File: src/rtl/mac3_pkg.sv
package mac3_pkg;
  localparam int unsigned MAC3_SEGMENTS = 3;

  function automatic int unsigned mac3_res_width(input int unsigned w);
    return 2 * w + 1;
  endfunction
endpackage

File: src/rtl/mac3_operand_stage.sv
module mac3_operand_stage #(
  parameter int unsigned W = 8
) (
  input  logic         clk,
  input  logic         rst,
  input  logic         in_valid,
  input  logic [W-1:0] in_a,
  input  logic [W-1:0] in_b,
  input  logic [W-1:0] in_c,
  output logic         s1_valid,
  output logic [W-1:0] s1_a,
  output logic [W-1:0] s1_b,
  output logic [W-1:0] s1_c_align
);
  always_ff @(posedge clk) begin
    if (rst) s1_valid <= 1'b0;
    else     s1_valid <= in_valid;
  end

  // operand registers load only on real triples
  always_ff @(posedge clk) begin
    if (in_valid) begin
      s1_a       <= in_a;
      s1_b       <= in_b;
      s1_c_align <= in_c;
    end
  end
endmodule

File: src/rtl/mac3_product_stage.sv
module mac3_product_stage #(
  parameter int unsigned W = 8
) (
  input  logic           clk,
  input  logic           rst,
  input  logic           s1_valid,
  input  logic [W-1:0]   s1_a,
  input  logic [W-1:0]   s1_b,
  input  logic [W-1:0]   s1_c_align,
  output logic           s2_valid,
  output logic [2*W-1:0] s2_prod,
  output logic [W-1:0]   s2_addend
);
  localparam int unsigned PW = 2 * W;

  always_ff @(posedge clk) begin
    if (rst) s2_valid <= 1'b0;
    else     s2_valid <= s1_valid;
  end

  always_ff @(posedge clk) begin
    if (s1_valid) begin
      s2_prod   <= PW'(s1_a) * PW'(s1_b);
      s2_addend <= s1_c_align;
    end
  end
endmodule

File: src/rtl/mac3_sum_stage.sv
module mac3_sum_stage #(
  parameter int unsigned W = 8
) (
  input  logic           clk,
  input  logic           rst,
  input  logic           s2_valid,
  input  logic [2*W-1:0] s2_prod,
  input  logic [W-1:0]   s2_addend,
  output logic           s3_valid,
  output logic [2*W:0]   s3_sum
);
  localparam int unsigned RW = 2 * W + 1;

  always_ff @(posedge clk) begin
    if (rst) begin
      s3_valid <= 1'b0;
      s3_sum   <= '0;
    end else begin
      s3_valid <= s2_valid;
      if (s2_valid) s3_sum <= RW'(s2_prod) + RW'(s2_addend);
    end
  end
endmodule

File: src/rtl/mac3_span_counter.sv
module mac3_span_counter #(
  parameter int unsigned CNT_W = 16
) (
  input  logic             clk,
  input  logic             rst,
  input  logic             entering,
  input  logic             pending,
  output logic [CNT_W-1:0] span
);
  localparam logic [CNT_W-1:0] SPAN_MAX = '1;

  always_ff @(posedge clk) begin
    if (rst)                            span <= '0;
    else if (pending && span != SPAN_MAX) span <= span + 1'b1;
    else if (entering && !pending)      span <= CNT_W'(1);
  end

  p_restart_r6: assert property (@(posedge clk) disable iff (rst)
    (entering && !pending) |=> span == CNT_W'(1));
  p_step_r6: assert property (@(posedge clk) disable iff (rst)
    (pending && span != SPAN_MAX) |=> span == $past(span) + 1'b1);
  p_idle_hold_r7: assert property (@(posedge clk) disable iff (rst)
    (!entering && !pending) |=> $stable(span));
endmodule

File: src/rtl/mac3_pipe.sv
module mac3_pipe
  import mac3_pkg::*;
#(
  parameter int unsigned W     = 8,
  parameter int unsigned CNT_W = 16
) (
  input  logic                      clk,
  input  logic                      rst,
  input  logic                      in_valid,
  input  logic [W-1:0]              in_a,
  input  logic [W-1:0]              in_b,
  input  logic [W-1:0]              in_c,
  output logic                      out_valid,
  output logic [mac3_res_width(W)-1:0] out_result,
  output logic [CNT_W-1:0]          span_cycles
);
  localparam int unsigned RW = mac3_res_width(W);

  logic           s1_valid, s2_valid;
  logic [W-1:0]   s1_a, s1_b, s1_c_align, s2_addend;
  logic [2*W-1:0] s2_prod;

  mac3_operand_stage #(.W(W)) u_seg1 (
    .clk(clk), .rst(rst), .in_valid(in_valid),
    .in_a(in_a), .in_b(in_b), .in_c(in_c),
    .s1_valid(s1_valid), .s1_a(s1_a), .s1_b(s1_b), .s1_c_align(s1_c_align)
  );

  mac3_product_stage #(.W(W)) u_seg2 (
    .clk(clk), .rst(rst), .s1_valid(s1_valid),
    .s1_a(s1_a), .s1_b(s1_b), .s1_c_align(s1_c_align),
    .s2_valid(s2_valid), .s2_prod(s2_prod), .s2_addend(s2_addend)
  );

  mac3_sum_stage #(.W(W)) u_seg3 (
    .clk(clk), .rst(rst), .s2_valid(s2_valid),
    .s2_prod(s2_prod), .s2_addend(s2_addend),
    .s3_valid(out_valid), .s3_sum(out_result)
  );

  mac3_span_counter #(.CNT_W(CNT_W)) u_span (
    .clk(clk), .rst(rst), .entering(in_valid),
    .pending(s1_valid | s2_valid), .span(span_cycles)
  );

  p_latency_r1: assert property (@(posedge clk) disable iff (rst)
    in_valid |=> ##2 out_valid);
  p_no_phantom_r3: assert property (@(posedge clk) disable iff (rst)
    out_valid |-> $past(in_valid, 3));
  p_value_r2: assert property (@(posedge clk) disable iff (rst)
    out_valid |-> out_result == (RW'($past(in_a, 3)) * RW'($past(in_b, 3))
                                 + RW'($past(in_c, 3))));
  p_hold_r3: assert property (@(posedge clk) disable iff (rst)
    !out_valid |-> $stable(out_result));
endmodule

File: config.mk
export PLATFORM = sky130hd
export DESIGN_NAME = mac3_pipe
export DESIGN_NICKNAME = d
export VERILOG_FILES = /design/src/rtl/mac3_pkg.sv /design/src/rtl/mac3_operand_stage.sv /design/src/rtl/mac3_product_stage.sv /design/src/rtl/mac3_sum_stage.sv /design/src/rtl/mac3_span_counter.sv /design/src/rtl/mac3_pipe.sv
export SDC_FILE = /design/constraint.sdc
export NUM_CORES = 1
export LEC_CHECK = 0
export CAP_MARGIN = 20
export CORE_ASPECT_RATIO = 1.5
export CORE_MARGIN = 4
export CORE_UTILIZATION = 65
export CTS_BUF_LIST = sky130_fd_sc_hd__clkbuf_2 sky130_fd_sc_hd__clkbuf_4 sky130_fd_sc_hd__clkbuf_8
export CTS_CLUSTER_DIAMETER = 200
export DETAILED_ROUTE_END_ITERATION = 12
export DONT_BUFFER_PORTS = 1
export PLACE_DENSITY_LB_ADDON = 0.25
export SYNTH_ARGS = -nofsm -noshare
export SYNTH_HDL_FRONTEND = slang
export SYNTH_HIERARCHICAL = 1
export SYNTH_SLANG_ARGS = --single-unit
File: constraint.sdc
create_clock -name clk -period 11.6 [get_ports clk]
set_clock_uncertainty 0.15 [all_clocks]
set_input_delay 3.48 -clock clk [delete_from_list [all_inputs] [get_ports clk]]
set_output_delay 3.48 -clock clk [all_outputs]
set_load 0.01 [all_outputs]
# Word level (Yosys, flattened, before mapping)
# Index checks and enable logic that the tools add are counted.
[totals]
output_inout_bits = 34
register_bits = 84
word_cells = 21
in_bits = 27
[op_classes]
mux = 2
n_bitwise = 1
mul = 1
eq_ne = 1
add_sub_neg = 2
reduce_logical = 4
[ops]
columns = ["operator", "count"]
rows = [
  ["16-bit two-way mux", 2],
  ["16-bit by 8-bit adder with 17-bit output", 1],
  ["16-bit by 1-bit adder with 16-bit output, second input constant", 1],
  ["8-bit by 8-bit multiplier with 16-bit output", 1],
  ["16-bit inequality test, second input constant", 1],
  ["1-bit logical AND", 2],
  ["2-bit nonzero test", 1],
  ["1-bit logical NOT", 1],
  ["1-bit bitwise OR", 1],
]

# Depth between registers and ports, before layout
[logic_depth]
ltp_word = 5
ltp_mapped = 15
ltp_nobuf = 15

# Modules after synthesis
# The synthesis kept the hierarchy.
[modules_own_cells]
columns = ["module", "cells_per_inst", "n_inst", "seq_area_each_um2", "area_each_um2"]
rows = [
  ["mac3_product_stage", 269, 1, 740.7, 2852.7],
  ["mac3_sum_stage", 146, 1, 360.3, 1280.0],
  ["mac3_span_counter", 102, 1, 320.3, 890.9],
  ["mac3_operand_stage", 26, 1, 740.7, 754.5],
  ["mac3_pipe", 1, 1, 0.0, 6.3],
]

# Worst setup path before layout
# OpenSTA, ideal clock, no wires.
[synth_path]
path_kind = "in2reg"
startpoint = "in rst"
endpoint = "reg u_seg3.s3_sum[16]"
path_stages = 4
setup_slack_ns = 7.178
arrival_ns = 4.148
setup_ns = 0.124
path_buffers = 2
required_ns = 11.326
cell_sequence = "buf_2 > buf_1 > nand3b_1 > o41ai_1"
[synth_rtl]
columns = ["element", "line_no", "rtl"]
rows = [
  ["from (decl)", "mac3_pipe.sv:8", "input logic rst,"],
  ["to (signal assigned)", "mac3_sum_stage.sv:20", "if (s2_valid) s3_sum <= RW'(s2_prod) + RW'(s2_addend);"],
  ["to (decl)", "mac3_sum_stage.sv:10", "output logic [2*W:0] s3_sum"],
]

# Worst setup path in the final report
[layout_path]
startpoint = "reg u_seg1.s1_b[7]"
endpoint = "reg u_seg2.s2_prod[14] (data pin)"
[layout_between]
elab_chain_cells = 1
[layout_rtl]
columns = ["element", "line_no", "rtl"]
rows = [
  ["from (decl)", "mac3_operand_stage.sv:12", "output logic [W-1:0] s1_b,"],
  ["from (signal assigned)", "mac3_operand_stage.sv:24", "s1_b <= in_b;"],
  ["8-bit by 8-bit multiplier with 16-bit output", "mac3_product_stage.sv:23", "s2_prod <= PW'(s1_a) * PW'(s1_b);"],
  ["to (signal assigned)", "mac3_product_stage.sv:23", ""],
  ["to (decl)", "mac3_product_stage.sv:11", "output logic [2*W-1:0] s2_prod,"],
]
# No other way between the ends.
# A chain may end at the register's enable or synchronous reset.

==> key figures <==
Timing
  – Slew @ Worst Pin: 823.4 ps
  – Hold Slack: 281.8 ps
  – Slew Limit Fails: 0
  – Final setup viols: 0
  – Fmax: 218.7 MHz
  – RSZ-0062 raised after global routing: no
  – Period utilization: 0.3942
  – Fin crit period: 4573 ps
  – Worst slew margin: 0.4492
  – Final Hold Violating Endpoints: 0
  – Setup_tns: 0 ps

Clocking
  – Clk Tree Root Cell: clkbuf_8
  – CTS tree: yes
  – CTS buffer count: 9
  – CTS resizes: 0
  – Number of H-tree levels: 3
  – CTS clk-pin slew, worst paths: 80 ps
  – Postcts setup bufs: 0
  – Clock Path Buffers: 2
  – Clk_lat worst skew: 360 ps
  – Post-CTS Hold Buffers: 0
  – Clock Sinks: 84

Detailed routing
  – Routed via count: 4057
  – Post-DRT Antenna Nets: 0
  – Final wirelength: 10940 um
  – Routed len/inst: 16.60 um
  – Iter 0 DRT Violations: 231
  – Remaining DRCs: 0
  – Drt pass-1 iters: 4
  – Via/cell ratio: 6.156

Synth
  – Synthesized flop and latch total: 84
  – Top post-synthesis cells by area: edfxtp_1 25%, fa_1 13%, dfxtp_1 12%
  – Number of synthesized flops with an enable pin: 48
  – Most frequent cell after synthesis: inv_1
  – Commonest cells post-synth: 56 x inv_1, 48 x edfxtp_1, 47 x and2_1
  – Post-Syn Area: 5784 um2
  – Synthesized Nets: 653
  – Synthesized area per cell: 10.63 um2
  – FFs w/ async S/R, synth: 0
  – Post-Syn Instances: 544
  – Synth Flop Type: edfxtp_1
  – Yosys warnings: 6
  – Area leader, netlist: edfxtp_1
  – Netlist cell types: 69
  – Sequential area share after synthesis: 0.3738
  – Yosys top cell area share: 0.2492

Worst setup path
  – Family with the most delay on the worst path: adder cells
  – CP Launch Type: flop
  – Crit end category: flop
  – Crit path buffers/inverters: 2
  – Req. time, crit path: 11550 ps
  – Max stage delay on crit path: 550 ps
  – Crit Path Max Fanout: 8
  – Crit-path slowest cell: fa_1
  – Critical-path cell list: and2_1, fa_1, fa_1, fa_1, inv_1, fa_1, inv_1, ha_1, a21oi_1, o21ai_2, nor4_1, a21oi_1, xor2_1
  – Type of the worst setup path: flop to flop
  – Crit-path most repeated cell: fa_1
  – WP data arrival: 4530 ps

Place
  – Hpwl dp: 8384 um
  – Cells after DPL: 642
  – GPL Wtd Cong: 0.8963
  – Port buffer count: 0

Die
  – Starting density of the core: 0.6752
  – I/O Pins: 61
  – Chip height: 123.5 um
  – Die Area: 10500 um2
  – Core area: 8567 um2
  – # rows: 41
  – Die span in x: 85.03 um

Global route
  – Largest net degree at the start of global routing: 38
  – Total track usage: 0.2228
  – Vias in the first global route: 4119
  – First-pass GRT wire length: 18620 um
  – Initial antenna violation count: 0
  – GRT overflow: 0

Cells and area
  – Layout area overhead: 5.429%
  – Final net count: 656
  – Fin cells: 659
  – Share of cells above drive strength 1: 0.08152
  – Utilization after layout: 0.7118
  – Antenna Cells: 0

Flow run
  – MaxCap Viol Count: 0

Worst hold path
  – HP Class: flop to flop

Power
  – VDD IR max: 0.1105 mV
  – Static Leak: 2.543 nW
  – PD cells: 188.6 nW/um2

Status
  – Status: finished, final reports clean
## cell usage in the layout, fill, tap and decap left out, drive strengths merged, types with 3 or more instances in the layout
cell type / count
mux2i: 3
o211ai: 5
o21ai: 13
o311ai: 4
and2: 47
a211o: 5
or4: 4
clkbuf: 10
o211a: 4
a2111oi: 6
a211oi: 7
edfxtp: 48
nor2: 26
nand3: 15
and4: 5
o41ai: 4
o21a: 6
xnor2: 11
o22ai: 4
nand2: 43
a21oi: 21
nor2b: 5
dfxtp: 36
ha: 45
clkinv: 3
inv: 57
or2: 5
xor2: 5
or3: 6
and3: 7
a21o: 6
nand4: 6
nand2b: 7
o221ai: 3
o2111ai: 3
o2111a: 4
nor3: 6
fa: 37
## metal layers
metal,vias up,track usage,wire (um)
li1,1952,-,-
met1,1967,0.2543,4308
met2,116,0.3954,5847
met3,22,0.05000,511
met4,0,0.1010,272
met5,-,0,0
## per-stage QoR
stage               power [mW]  cell area, um2  worst slack (ps)
floorplan               0.8400            5784              7178
global placement        0.9174            5876              7181
detailed placement      0.9433            5876              7089
CTS                      1.156            6071              7050
global route             1.247            6098              6823
finish                   1.150            6098              7027
## cell type report
| type | instances | area, um2 |
|---|---|---|
| Multi-Input combinational cell | 394 | 3362 |
| Fill cell | 616 | 2469 |
| Sequential cell | 84 | 2162 |
| Inverter | 56 | 210.2 |
| Tap cell | 107 | 133.9 |
| Clock buffer | 10 | 131.4 |
| Clock inverter | 6 | 63.81 |
| Timing Repair Buffer | 2 | 35.03 |
## logic make-up after synthesis
| logic type | share of synthesized area |
|---|---|
| adder cells (fa/ha/maj) | 0.2254 |
| flip-flops | 0.3738 |
| buffers and inverters | 0.04499 |
| XOR/XNOR | 0.02423 |
| AO/OA/AOI/OAI | 0.1482 |
| multiplexers | 0.007138 |
| AND/OR/NAND/NOR | 0.1763 |
## power by group
group	total, mW	internal (mW)	leakage, nW	switching (mW)
sequential	0.412	0.375	0.750	0.0370
clock	0.206	0.102	0.0977	0.104
combinational	0.532	0.234	1.70	0.298
total	1.15	0.711	2.54	0.439
## path summary, 6_finish.rpt
check / slack [ps] / startpoint / cells after the start / to
max reg2reg: 7030 / u_seg1/s1_b[7]$_DFFE_PP_ / 13 / u_seg2/s2_prod[14]$_DFFE_PP_
min: 280 / u_seg1/s1_c_align[3]$_DFFE_PP_ / 0 / u_seg2/s2_addend[3]$_DFFE_PP_
max: 7030 / u_seg1/s1_b[7]$_DFFE_PP_ / 13 / u_seg2/s2_prod[14]$_DFFE_PP_
min reg2reg: 280 / u_seg1/s1_c_align[3]$_DFFE_PP_ / 0 / u_seg2/s2_addend[3]$_DFFE_PP_
## sequential cells by signal, summed over array words and instances, names as in the netlist
signal             count
u_seg2/s2_prod        16
u_seg3/s3_sum         17
u_seg1/s1_b            8
u_span/span           16
u_seg3/s3_valid        1
u_seg1/s1_c_align      8
u_seg1/s1_a            8
u_seg1/s1_valid        1
u_seg2/s2_addend       8
u_seg2/s2_valid        1
(Power assumes the default switching activity.)
